**src/rtl/winctr_pkg.sv**
```systemverilog
package winctr_pkg;

    typedef enum logic [2:0] {
        OP_SAVE     = 3'd0,
        OP_RESTORE  = 3'd1,
        OP_FLUSHW   = 3'd2,
        OP_SAVED    = 3'd3,
        OP_RESTORED = 3'd4
    } win_op_e;

    typedef enum logic [2:0] {
        SEL_CANSAVE    = 3'd0,
        SEL_CANRESTORE = 3'd1,
        SEL_OTHERWIN   = 3'd2,
        SEL_CLEANWIN   = 3'd3,
        SEL_WSTATE     = 3'd4,
        SEL_CWP        = 3'd5
    } wr_sel_e;

    typedef enum logic [1:0] {
        STEP_HOLD = 2'd0,
        STEP_DEC  = 2'd1,
        STEP_INC  = 2'd2
    } cwp_step_e;

    localparam int unsigned TT_W = 9;
    localparam logic [TT_W-1:0] TT_SPILL_BASE = 9'h080;
    localparam logic [TT_W-1:0] TT_FILL_BASE  = 9'h0C0;
    localparam logic [TT_W-1:0] TT_OTHER_FLAG = 9'h020;
    localparam logic [TT_W-1:0] TT_CLEAN      = 9'h024;

    // Selector field ORed into a spill or fill base.
    function automatic logic [TT_W-1:0] vec_field(input logic other_nz,
                                                  input logic [5:0] wsel);
        logic [TT_W-1:0] f;
        if (other_nz) f = TT_OTHER_FLAG | {4'b0, wsel[5:3], 2'b00};
        else          f = {4'b0, wsel[2:0], 2'b00};
        return f;
    endfunction

endpackage

```
**src/rtl/winctr_decide.sv**
```systemverilog
module winctr_decide
    import winctr_pkg::*;
#(
    parameter int unsigned NWIN = 8,
    localparam int unsigned CW = $clog2(NWIN)
) (
    input  logic            req_vld_i,
    input  logic [2:0]      req_op_i,
    input  logic [CW-1:0]   cs_i,
    input  logic [CW-1:0]   cr_i,
    input  logic [CW-1:0]   ow_i,
    input  logic [CW-1:0]   cw_i,
    input  logic [5:0]      wstate_i,
    output logic            upd_o,
    output logic [CW-1:0]   cs_o,
    output logic [CW-1:0]   cr_o,
    output logic [CW-1:0]   ow_o,
    output logic [CW-1:0]   cw_o,
    output cwp_step_e       step_o,
    output logic            trap_o,
    output logic [TT_W-1:0] type_o
);
    localparam logic [CW-1:0] ONE       = CW'(1);
    localparam logic [CW-1:0] FULL_FREE = CW'(NWIN - 2);
    localparam logic [CW-1:0] CLEAN_MAX = CW'(NWIN - 1);

    win_op_e         op;
    logic            ow_nz;
    logic [TT_W-1:0] field;

    assign op    = win_op_e'(req_op_i);
    assign ow_nz = (ow_i != '0);
    assign field = vec_field(ow_nz, wstate_i);

    always_comb begin
        upd_o  = 1'b0;
        trap_o = 1'b0;
        type_o = '0;
        cs_o   = cs_i;
        cr_o   = cr_i;
        ow_o   = ow_i;
        cw_o   = cw_i;
        step_o = STEP_HOLD;
        if (req_vld_i) begin
            unique case (op)
                OP_SAVE: begin
                    if (cs_i == '0) begin
                        trap_o = 1'b1;
                        type_o = TT_SPILL_BASE | field;
                    end else if (cw_i == cr_i) begin
                        trap_o = 1'b1;
                        type_o = TT_CLEAN;
                    end else begin
                        upd_o  = 1'b1;
                        cs_o   = cs_i - ONE;
                        cr_o   = cr_i + ONE;
                        step_o = STEP_DEC;
                    end
                end
                OP_RESTORE: begin
                    if (cr_i == '0) begin
                        trap_o = 1'b1;
                        type_o = TT_FILL_BASE | field;
                    end else begin
                        upd_o  = 1'b1;
                        cs_o   = cs_i + ONE;
                        cr_o   = cr_i - ONE;
                        step_o = STEP_INC;
                    end
                end
                OP_FLUSHW: begin
                    if (cs_i != FULL_FREE) begin
                        trap_o = 1'b1;
                        type_o = TT_SPILL_BASE | field;
                    end
                end
                OP_SAVED: begin
                    upd_o = 1'b1;
                    cs_o  = cs_i + ONE;
                    if (ow_nz) ow_o = ow_i - ONE;
                    else       cr_o = cr_i - ONE;
                end
                OP_RESTORED: begin
                    upd_o = 1'b1;
                    cr_o  = cr_i + ONE;
                    if (cw_i < CLEAN_MAX) cw_o = cw_i + ONE;
                    if (ow_nz) ow_o = ow_i - ONE;
                    else       cs_o = cs_i - ONE;
                end
                default: ;
            endcase
        end
    end
endmodule

```
**src/rtl/winctr_cwp.sv**
```systemverilog
module winctr_cwp
    import winctr_pkg::*;
#(
    parameter int unsigned NWIN = 8,
    localparam int unsigned CW = $clog2(NWIN)
) (
    input  logic          clk_i,
    input  logic          rst_ni,
    input  cwp_step_e     step_i,
    input  logic          wr_en_i,
    input  logic [7:0]    wr_data_i,
    output logic [CW-1:0] cwp_vis_o
);
    localparam logic [CW-1:0] LAST = CW'(NWIN - 1);

    logic [CW-1:0] idx_q;
    logic [CW-1:0] wr_red;

    assign wr_red = CW'(32'(wr_data_i) % NWIN);

    always_ff @(posedge clk_i) begin
        if (!rst_ni) begin
            idx_q <= '0;
        end else if (step_i == STEP_DEC) begin
            idx_q <= (idx_q == '0) ? LAST : idx_q - CW'(1);
        end else if (step_i == STEP_INC) begin
            idx_q <= (idx_q == LAST) ? '0 : idx_q + CW'(1);
        end else if (wr_en_i) begin
            idx_q <= LAST - wr_red;
        end
    end

    assign cwp_vis_o = LAST - idx_q;
endmodule

```
**src/rtl/winctr_unit.sv**
```systemverilog
module winctr_unit
    import winctr_pkg::*;
#(
    parameter int unsigned NWIN = 8,
    localparam int unsigned CW = $clog2(NWIN)
) (
    input  logic            clk_i,
    input  logic            rst_ni,
    input  logic            req_vld_i,
    input  logic [2:0]      req_op_i,
    input  logic            wr_vld_i,
    input  logic [2:0]      wr_sel_i,
    input  logic [7:0]      wr_data_i,
    output logic            trap_vld_o,
    output logic [TT_W-1:0] trap_type_o,
    output logic [CW-1:0]   cansave_o,
    output logic [CW-1:0]   canrestore_o,
    output logic [CW-1:0]   otherwin_o,
    output logic [CW-1:0]   cleanwin_o,
    output logic [5:0]      wstate_o,
    output logic [CW-1:0]   cwp_o
);
    typedef enum logic {
        OUT_QUIET = 1'b0,
        OUT_TRAP  = 1'b1
    } out_state_e;

    out_state_e      st_q, st_d;
    logic [TT_W-1:0] type_q;

    logic [CW-1:0] cs_q, cr_q, ow_q, cw_q;
    logic [5:0]    ws_q;

    logic            upd;
    logic [CW-1:0]   cs_n, cr_n, ow_n, cw_n;
    cwp_step_e       step;
    logic            trap;
    logic [TT_W-1:0] ttype;
    logic            wr_ok;
    wr_sel_e         sel;

    assign wr_ok = wr_vld_i && !req_vld_i;
    assign sel   = wr_sel_e'(wr_sel_i);

    winctr_decide #(.NWIN(NWIN)) decide_i (
        .req_vld_i (req_vld_i),
        .req_op_i  (req_op_i),
        .cs_i      (cs_q),
        .cr_i      (cr_q),
        .ow_i      (ow_q),
        .cw_i      (cw_q),
        .wstate_i  (ws_q),
        .upd_o     (upd),
        .cs_o      (cs_n),
        .cr_o      (cr_n),
        .ow_o      (ow_n),
        .cw_o      (cw_n),
        .step_o    (step),
        .trap_o    (trap),
        .type_o    (ttype)
    );

    winctr_cwp #(.NWIN(NWIN)) cwp_i (
        .clk_i     (clk_i),
        .rst_ni    (rst_ni),
        .step_i    (step),
        .wr_en_i   (wr_ok && (sel == SEL_CWP)),
        .wr_data_i (wr_data_i),
        .cwp_vis_o (cwp_o)
    );

    // Counter and selector registers.
    always_ff @(posedge clk_i) begin
        if (!rst_ni) begin
            cs_q <= CW'(NWIN - 2);
            cr_q <= '0;
            ow_q <= '0;
            cw_q <= CW'(NWIN - 1);
            ws_q <= '0;
        end else if (upd) begin
            cs_q <= cs_n;
            cr_q <= cr_n;
            ow_q <= ow_n;
            cw_q <= cw_n;
        end else if (wr_ok) begin
            unique case (sel)
                SEL_CANSAVE:    cs_q <= wr_data_i[CW-1:0];
                SEL_CANRESTORE: cr_q <= wr_data_i[CW-1:0];
                SEL_OTHERWIN:   ow_q <= wr_data_i[CW-1:0];
                SEL_CLEANWIN:   cw_q <= wr_data_i[CW-1:0];
                SEL_WSTATE:     ws_q <= wr_data_i[5:0];
                default: ;
            endcase
        end
    end

    // Outcome state: next-state choice.
    always_comb begin
        unique case (st_q)
            OUT_QUIET: st_d = trap ? OUT_TRAP : OUT_QUIET;  // QUIET_TO_TRAP / QUIET_STAYS
            OUT_TRAP:  st_d = trap ? OUT_TRAP : OUT_QUIET;  // TRAP_STAYS / TRAP_TO_QUIET
            default:   st_d = OUT_QUIET;
        endcase
    end

    // Outcome state register.
    always_ff @(posedge clk_i) begin
        if (!rst_ni) begin
            st_q   <= OUT_QUIET;
            type_q <= '0;
        end else begin
            st_q   <= st_d;
            type_q <= trap ? ttype : '0;
        end
    end

    // Outputs.
    always_comb begin
        trap_vld_o   = (st_q == OUT_TRAP);
        trap_type_o  = type_q;
        cansave_o    = cs_q;
        canrestore_o = cr_q;
        otherwin_o   = ow_q;
        cleanwin_o   = cw_q;
        wstate_o     = ws_q;
    end
endmodule

```
**config.mk**
```make
export PLATFORM = sky130hd
export DESIGN_NAME = winctr_unit
export DESIGN_NICKNAME = d
export VERILOG_FILES = /design/src/rtl/winctr_pkg.sv /design/src/rtl/winctr_decide.sv /design/src/rtl/winctr_cwp.sv /design/src/rtl/winctr_unit.sv
export SDC_FILE = /design/constraint.sdc
export NUM_CORES = 1
export LEC_CHECK = 0
export ABC_CLOCK_PERIOD_IN_PS = 6300
export BUFFER_PORTS_ARGS = -buffer_cell sky130_fd_sc_hd__buf_2
export CORE_ASPECT_RATIO = 0.8
export CORE_MARGIN = 2
export CORE_UTILIZATION = 53
export CTS_CLUSTER_SIZE = 28
export DETAILED_ROUTE_END_ITERATION = 10
export PLACE_DENSITY = 0.76
export SLEW_MARGIN = 5
export SYNTH_ARGS = -nofsm -noshare
export SYNTH_HDL_FRONTEND = slang
export SYNTH_HIERARCHICAL = 1
export SYNTH_SLANG_ARGS = --single-unit
```
**constraint.sdc**
```tcl
create_clock -name clk_i -period 6.3 [get_ports clk_i]
set_input_delay 0.63 -clock clk_i [delete_from_list [all_inputs] [get_ports clk_i]]
set_output_delay 0.63 -clock clk_i [all_outputs]
set_load 0.03 [all_outputs]
```
# After elaboration in Yosys (flattened, before gate mapping)
# Index checks and enable logic that the tools add are counted.
# classes
add_sub_neg,10
n_lt_le_gt_ge,1
n_eq_ne,25
mux,58
bitwise,1
n_reduce_logical,22
# op_table
op,count
two-way mux 3 bit,33
two-way mux 9 bit,3
one-hot mux 9 bit (3 select lines),1
one-hot mux 3 bit (4 select lines),2
!= test 3 bit (second input constant),6
AND reduction 8 bit,2
logical NOT 3 bit,5
adder 3 x 1 -> 3 bit (second input constant),4
== test 3 x 2 -> 1 bit (second input constant),4
== test 3 bit (second input constant),4
two-way mux 6 bit,2
subtractor 3 x 1 -> 3 bit (second input constant),4
two-way mux 1 bit,11
!= test 2 bit (second input constant),5
AND reduction 5 bit,2
nonzero test 2 bit,5
== test 3 x 1 -> 1 bit (second input constant),2
two-way mux 2 bit,3
one-hot mux 1 bit (3 select lines),2
AND reduction 3 bit,2
nonzero test 3 bit,2
subtractor 3 bit (first input constant),2
!= test 5 bit (second input constant),1
one-hot mux 2 bit (2 select lines),1
other kinds (8),9
# word_totals
ff_bits,31
inputBits,18
output_inout_bits,31
wordCells,125

# Longest topological paths before layout
# Gate-level depths: netlist (run 1).
# logic_depth
word_depth,8
mapped_depth,10
depth_no_buf,10

# Modules after synthesis
# Netlist (run 1), hierarchy kept.
# modules_own_cells
mod,instances,cells_each,area_per_inst_um2,seq_area_each_um2
winctr_unit,1,130,1197.4,560.5
winctr_decide,1,144,997.2,0.0
winctr_cwp,1,39,307.8,60.1

# Least setup slack after synthesis (run 1)
# No wires, ideal clock.
# synth_path
kind,register -> register
from,register cr_q[0] (netlist: canrestore_o[0])
to,register cr_q[0] (netlist: canrestore_o[0])
setup_time_ns,0.124
arrival_ns,2.244
required_ns,6.176
path_slack_ns,3.931
stages_incl_launch_ff,11
path_buffers,1
period_less_slack_ns,2.369
cell_sequence,dfxtp_1 inv_1 ha_1 nor3b_1 a211oi_2 o21ai_1 inv_1 buf_2 mux2_2 nand2_1 mux2i_1
# synth_via
elab_chain_len,7
word_cells_on_any_way,25
cone_classes,2 x add/sub; 7 x eq/ne; 12 x mux; 4 x reduce/logical
# synth_lines
element,line_no,rtl
start: declaration,winctr_unit.sv:31,"logic [CW-1:0] cs_q, cr_q, ow_q, cw_q;"
start signal: assignment,winctr_unit.sv:82,cr_q <= cr_n;
start signal: assignment,winctr_unit.sv:88,SEL_CANRESTORE: cr_q <= wr_data_i[CW-1:0];
== test 3 bit,winctr_decide.sv:50,end else if (cw_i == cr_i) begin
two-way mux 1 bit,winctr_decide.sv:50,
two-way mux 1 bit,winctr_decide.sv:47,if (cs_i == '0) begin
one-hot mux 1 bit (3 select lines) (*),winctr_decide.sv:45,unique case (op)
two-way mux 1 bit (*),winctr_decide.sv:44,if (req_vld_i) begin
named net upd,winctr_unit.sv:34,logic upd;
!= test 5 bit (no source line) (tied with other cells),--,
AND reduction 8 bit (no source line),--,
# The timed path passes the listed nets; every way through them passes the cells marked *. The select of a mux whose other input is x is not followed.
# A chain may end at the register's enable or synchronous reset.

# Worst setup path after layout (run 1)
# layout_path
from,register cr_q[0] (netlist: canrestore_o[0])
to,register ws_q[2] (netlist: wstate_o[2])
# layout_via
elab_chain_len,7
word_cells_on_any_way,9
cone_classes,1 x eq/ne; 5 x mux; 1 x bitwise; 2 x reduce/logical
# layout_lines
element,line_no,rtl
== test 3 bit,winctr_decide.sv:50,
two-way mux 1 bit,winctr_decide.sv:50,
two-way mux 1 bit,winctr_decide.sv:47,
one-hot mux 1 bit (3 select lines) (*),winctr_decide.sv:45,
two-way mux 1 bit (*),winctr_decide.sv:44,
named net upd,winctr_unit.sv:34,
NOT 1 bit (no source line) (*),--,
AND reduction 3 bit (no source line) (*),--,
end signal: assignment,winctr_unit.sv:91,SEL_WSTATE: ws_q <= wr_data_i[5:0];
end: declaration,winctr_unit.sv:32,logic [5:0] ws_q;
# The timed path passes the listed nets; every way through them passes the cells marked *.

==> metrics.md, run 1 <==
| Metric | Value |
|---|---|
| Status | `complete, no violations` |
| DR vias/cell | `6.057` |
| Gate Count Post-Synth | `313` |
| Final setup violation count | `0` |
| Max_slew headroom | `46.20%` |
| Avg Cell Area, Syn | `7.995 µm²` |
| NumNets Final | `377` |
| Worst setup path class | `reg -> reg` |
| Final design utilization | `61.06%` |
| Setup Buffers After CTS | `0` |
| Largest fanout on the critical path | `23` |
| RD Place Congestion | `0.9690` |
| Pleak | `1.197 nW` |
| Yosys top cell area share | `24.80%` |
| Post-route cell area | `2790 µm²` |
| Vias in the first global route | `2194` |
| Die Height | `65.46 µm` |
| Register area | `620.6 µm²` |
| Worst skew pair latency | `0.29 ns` |
| FFs w/ async S/R, synth | `0%` |
| Slew @ Worst Pin | `0.8062 ns` |
| Clock root buffer | `clkbuf_8` |
| VDD IR max | `130.7 µV` |
| DP Area | `2673 µm²` |
| R2r endpoint | `wstate_o[2]` |
| Synth cell types | `65` |
| EDFF count, synth | `0` |
| Die area | `5291 µm²` |
| Netlist Area Pre-Place | `2502 µm²` |
| Clk buf depth | `2` |
| Req. time, crit path | `6.47 ns` |
| Port Buffer Count | `46` |
| Syn-to-layout area delta | `11.50%` |
| Total wire length | `6.369 mm` |
| Resized cells post-CTS | `0` |
| Share of cells above drive strength 1 | `21.39%` |
| Die X | `80.83 µm` |
| Multi-input gate area | `1668 µm²` |
| Core area | `4569 µm²` |
| Via Count | `2459` |
| Initial Util | `54.76%` |
| Pin count of the biggest net entering global routing | `34` |
| Critical Path Start | `canrestore_o[0]` |
| Max Cap Viol | `0` |
| Slew Viols, Final | `0` |
| Top_reg_cell synth | `dfxtp_1` |
| Reg2Reg Setup Slack | `3.35 ns` |
| Endpoints failing hold | `0` |
| Detailed Place HPWL | `4.676 mm` |
| DR iter-0 viols | `196` |
| Initial antenna violation count | `0` |
| Cts hold-fix bufs | `0` |
| Row count | `22` |
| PD cells | `195.7 nW/µm²` |
| Final Cycle Share | `46.83%` |
| Number of buffers created by CTS | `5` |
| Clock Pin Slew Worst Setup and Hold Paths | `0.07 ns` |
| RR Startpoint | `canrestore_o[0]` |
| Crit path arrival time | `3.12 ns` |
| End of the critical path | `wstate_o[2]` |
| Worst Skew | `0.01095 ns` |
| Most common cell in the netlist | `dfxtp_1` |
| Most frequent cells after synthesis | `dfxtp_1, nand2_1, inv_1, and3_1, o21ai_0` |
| R2R depth | `9` |
| CTS tree | `yes` |
| Drt drc | `0` |
| Post-route ant nets | `0` |
| DR pass1 iterations | `5` |
| H-Tree Depth | `2` |
| Drt wl/cell | `15.69 µm` |
| Fillcell total | `437` |
| Top Ports | `49` |
| Gr usage total | `25.33%` |
| RSZ-0062 raised after global routing | `false` |
| Residual overflow from global routing | `0` |
| Post-route setup TNS | `0 ns` |
| First-pass GRT wire length | `10.39 mm` |
| Dominant cell type by area after synthesis | `dfxtp_1` |
| Top post-synthesis cells by area | `dfxtp_1, ha_1, nand2_1, and3_1, o21ai_0` |
| Min Clock Period, post-route | `2.950 ns` |
| HP Class | `reg -> reg` |
| Critical Path Start Type | `register` |
| Ys Warns | `6` |
| Synth Register Bits | `31` |
| ANT cells | `0` |
| Clock sinks | `31` |
| Setup crit end kind | `register` |
| Fmax | `338.9 MHz` |
| Sequential-to-total area share from yosys stat | `24.80%` |
==> worst max-delay path, cell delays in order, from the launching register on <==
cell and delay [ns]:
dfxtp_1 0.40, inv_1 0.17, ha_1 0.20, nor3b_1 0.48
a211oi_2 0.16, o21ai_1 0.17, inv_1 0.39, or3b_1 0.58
o21ai_0 0.19, a21oi_1 0.09
==> area by class of cell <==
type | instances | share of cell area (%)
Tap cell | 60 | 2.691
Clock buffer | 6 | 2.960
Sequential cell | 31 | 22.24
Inverter | 21 | 2.825
Clock inverter | 2 | 1.256
Timing Repair Buffer | 46 | 8.251
Multi-Input combinational cell | 240 | 59.78
==> worst min-delay path by stage <==
| stage | startpoint | to | slack [ns] | cells after the start |
|---|---|---|---|---|
| finish | wstate_o[3] | wstate_o[3] | 0.50 | 2 |
| global route | wstate_o[2] | wstate_o[2] | 0.53 | 2 |
| CTS | wstate_o[3] | wstate_o[3] | 0.50 | 2 |
| detailed placement | wstate_o[3] | wstate_o[3] | 0.49 | 2 |
| global placement | wstate_o[2] | wstate_o[2] | 0.49 | 2 |
| floorplan | cwp_i/idx_q[0] | cwp_i/idx_q[0] | 0.48 | 2 |
==> layout by cell type, fill, tap and decap left out, types with 3 or more instances in the layout <==
master    synthesis  layout
inv_1            20      20
dfxtp_1          31      31
a21oi_1          14      14
o21ai_1           5       5
o211ai_1          3       3
nand3_1          13      13
and3b_1           4       4
nor3b_1           5       5
or4_1             3       3
nand2b_1          4       4
a311oi_1          7       7
nor2b_1           5       5
a211oi_1          7       7
o31ai_1           3       3
nor3b_2           4       4
buf_2             6      46
nor2_1           15      15
nand2_1          30      30
conb_1            1       3
o21ai_0          16      16
a31oi_1           5       5
xor2_2            3       3
mux2_2            3       3
clkbuf_8          0       6
and3_1           16      16
nor3_1            8       8
a22o_1            4       4
mux2i_1           3       3
ha_1             14      14
==> cell families after synthesis <==
kind of cell,synth area share (%)
other,0.1499
multiplexers,3.600
AO/OA/AOI/OAI,24.60
buffers and inverters,8.850
AND/OR/NAND/NOR,28.00
XOR/XNOR,3.000
flip-flops,24.80
adder cells (fa/ha/maj),7.000
==> through the flow <==
| stage | setup WS (ns) | total power, W | instances | hold WS, ns |
|---|---|---|---|---|
| after floorplan | 3.931 | 0.0003119 | 315 | 0.4779 |
| after global placement | 3.247 | 0.0003384 | 398 | 0.4864 |
| after detailed placement | 3.226 | 0.0003405 | 398 | 0.4884 |
| after CTS | 3.485 | 0.0005451 | 406 | 0.4993 |
| after global routing | 3.139 | 0.0005683 | 406 | 0.5264 |
| final | 3.350 | 0.0005461 | 406 | 0.5000 |
==> layer usage <==
layer	track usage (%)	up-vias	part of all wire (%)
met3	4.945	12	7.3
met5	0	-	0
met1	35.89	1142	47
met4	7.203	0	1.1
li1	-	1202	-
met2	39.05	103	44
==> report_power, final <==
group / internal, W / switching [W]
sequential: 0.000202 / 0.0000103
combinational: 0.0000447 / 0.0000832
clock: 0.000128 / 0.0000779
total: 0.000375 / 0.000171
==> registers in the layout, indices dropped and copies added (netlist names) <==
name,count
otherwin_o,3
canrestore_o,3
trap_type_o,9
wstate_o,6
cwp_i/idx_q,3
cansave_o,3
trap_vld_o,1
cleanwin_o,3
(Power assumes the default switching activity.)
==> run 2: changes to the inputs <==
- ABC_CLOCK_PERIOD_IN_PS: 6300 -> 3050
- clock period: 6.3 -> 3.05 ns (I/O delays scaled with it)
==> metrics.md, run 2 (synthesis results as in run 1) <==
| Metric | Value |
|---|---|
| Clock sinks | `31 (unchanged)` |
| Reg power frac | `38.2% (was 38.9%)` |
| NumNets Final | `384 (was 377)` |
| Post-route ant nets | `0 (unchanged)` |
| Fmax | `371.4 MHz (was 338.9 MHz)` |
| Crit path top cell by count | `inv_1 (unchanged)` |
| Detailed Place HPWL | `4.725 mm (was 4.676 mm)` |
| Post-route cell area | `2843 µm² (was 2790 µm²)` |
| Residual overflow from global routing | `0 (unchanged)` |
| Largest fanout on the critical path | `20 (was 23)` |
| CP max-delay cell | `or3b_1 (unchanged)` |
| Max Cap Viol | `0 (unchanged)` |
| RD Place Congestion | `0.9146 (was 0.9690)` |
| Hold depth | `3 (was 2)` |
| Final Cycle Share | `88.29% (was 46.83%)` |
| Die Height | `65.46 µm (unchanged)` |
| Setup Buffers After CTS | `0 (unchanged)` |
| VDD IR max | `191.1 µV (was 130.7 µV)` |
| Row count | `22 (unchanged)` |
| Number of buffers created by CTS | `5 (unchanged)` |
| Slew @ Worst Pin | `0.7584 ns (was 0.8062 ns)` |
| Port Buffer Count | `46 (unchanged)` |
| Dpl ws | `0.4879 ns (was 3.226 ns)` |
| Clk buf depth | `2 (unchanged)` |
| Leading cell types in the layout, fill and taps excluded | `buf_2, dfxtp_1, nand2_1, inv_1 (unchanged)` |
| WP depth | `9 (unchanged)` |
| HP Class | `in -> reg (was reg -> reg)` |
| Sw Share | `31.49% (was 31.38%)` |
| Syn-to-layout area delta | `13.60% (was 11.50%)` |
| Clock root buffer | `clkbuf_8 (unchanged)` |
| Clock Pin Slew Worst Setup and Hold Paths | `0.07 ns (about the same)` |
| Drt drc | `0 (unchanged)` |
| Worst Skew | `0.009353 ns (was 0.01095 ns)` |
| Cells along the critical path | `inv_1 > ha_1 > nor3b_1 > a211oi_2 > o21ai_1 > inv_1 > or3b_1 > o21ai_0 > a21oi_1 (unchanged)` |
| First-pass GRT wire length | `10.47 mm (was 10.39 mm)` |
| Min Clock Period, post-route | `2.693 ns (was 2.950 ns)` |
| Req. time, crit path | `3.22 ns (was 6.47 ns)` |
| Top delay family on crit path | `simple AND/OR/NAND/NOR gates (unchanged)` |
| DR iter-0 viols | `249 (was 196)` |
| Max reg flops | `9 (unchanged)` |
| Worst setup path class | `reg -> reg (unchanged)` |
| Pin count of the biggest net entering global routing | `34 (unchanged)` |
| Drt wl/cell | `15.77 µm (was 15.69 µm)` |
| Vias in the first global route | `2201 (was 2194)` |
| Pleak | `1.233 nW (was 1.197 nW)` |
| Die area | `5291 µm² (unchanged)` |
| R2R depth | `9 (unchanged)` |
| Total wire length | `6.512 mm (was 6.369 mm)` |
| Die X | `80.83 µm (unchanged)` |
| Share of cells above drive strength 1 | `22.95% (was 21.39%)` |
| DR vias/cell | `5.973 (was 6.057)` |
| Max incr delay on CP | `0.58 ns (about the same)` |
| Register area | `620.6 µm² (unchanged)` |
| Fillcell total | `441 (was 437)` |
| Endpoints failing hold | `0 (unchanged)` |
| Setup crit end kind | `register (unchanged)` |
| Core area | `4569 µm² (unchanged)` |
| ANT cells | `0 (unchanged)` |
| Final cell count without fillers | `413 (was 406)` |
| H-Tree Depth | `2 (unchanged)` |
| Max_slew headroom | `49.22% (was 46.20%)` |
| Placed Instances | `405 (was 398)` |
| Crit path arrival time | `2.87 ns (was 3.12 ns)` |
| Clock Power Share | `37.7% (about the same)` |
| DR pass1 iterations | `5 (unchanged)` |
| Commonest non-fill, non-tap cell in the layout | `buf_2 (unchanged)` |
| Critical Path Start Type | `register (unchanged)` |
| Initial Util | `54.76% (unchanged)` |
| Post-route setup TNS | `0 ns (unchanged)` |
| Cts hold-fix bufs | `0 (unchanged)` |
| Setup ws final | `0.3572 ns (was 3.350 ns)` |
| Final design utilization | `62.21% (was 61.06%)` |
| Status | `complete, no violations (unchanged)` |
| Top Ports | `49 (unchanged)` |
| Final setup violation count | `0 (unchanged)` |
| Gr usage total | `25.76% (was 25.33%)` |
| Net Sw Power | `0.0003586 W (was 0.0001714 W)` |
| Internal power | `0.0007800 W (was 0.0003747 W)` |
| Worst path bufs/invs | `2 (unchanged)` |
| Resized cells post-CTS | `0 (unchanged)` |
| PD cells | `400.5 nW/µm² (was 195.7 nW/µm²)` |
| CTS tree | `yes (unchanged)` |
| Logic gate share of total power | `24.2% (was 23.4%)` |
| Worst skew pair latency | `0.29 ns (about the same)` |
| Via Count | `2467 (was 2459)` |
| Initial antenna violation count | `0 (unchanged)` |
| Slew Viols, Final | `0 (unchanged)` |
| DP Area | `2725 µm² (was 2673 µm²)` |
| Multi-input gate area | `1668 µm² (unchanged)` |
| RSZ-0062 raised after global routing | `false (unchanged)` |
-- run 2: cell types whose count changed in the layout (fill, tap and decap cells not counted), sizes merged --
| cell | before | now |
|---|---|---|
| buf | 46 | 53 |
-- run 2: worst register-to-register path: stages (launching register included) --
cell and delay (ns):
dfxtp_1 0.31, inv_1 0.12, ha_1 0.22, nor3b_1 0.41, a211oi_2 0.15, o21ai_1 0.15
inv_1 0.35, or3b_1 0.59, o21ai_0 0.19, a21oi_1 0.08
-- run 2: routing by layer --
layer	global-route usage, %	wire length, µm
met1	35.26	3173
met2	41.01	2862
met3	4.396	372
met4	8.686	103
met5	0	0
-- run 2: final timing paths --
check | start | to | slack (ns)
min | wr_data_i[4] | wstate_o[4] | 0.26
max | canrestore_o[0] | wstate_o[2] | 0.36
min reg2reg | wstate_o[2] | wstate_o[2] | 0.50
max reg2reg | canrestore_o[0] | wstate_o[2] | 0.36
-- run 2: stage by stage --
step / hold WS, ns / power [W]
3_3_place_gp: 0.4837 / 0.0007067
2_1_floorplan: 0.4527 / 0.0006442
3_5_place_dp: 0.4948 / 0.0007113
4_1_cts: 0.2575 / 0.001138
6_report: 0.2607 / 0.001139
5_1_grt: 0.2722 / 0.001193
-- run 2: cell type report --
cell class / count / area share, %
Tap cell: 60 / 2.641
Timing Repair Buffer: 53 / 9.947
Clock inverter: 2 / 1.232
Inverter: 21 / 2.773
Clock buffer: 6 / 2.905
Sequential cell: 31 / 21.83
Multi-Input combinational cell: 240 / 58.67
-- run 2: power groups by stage --
stage	registers, W	logic [W]	clock network, W
floorplan	0.000461	0.000183	0
global placement	0.000443	0.000263	0
detailed placement	0.000444	0.000268	0
CTS	0.000434	0.000270	0.000434
global route	0.000436	0.000300	0.000457
finish	0.000434	0.000275	0.000429
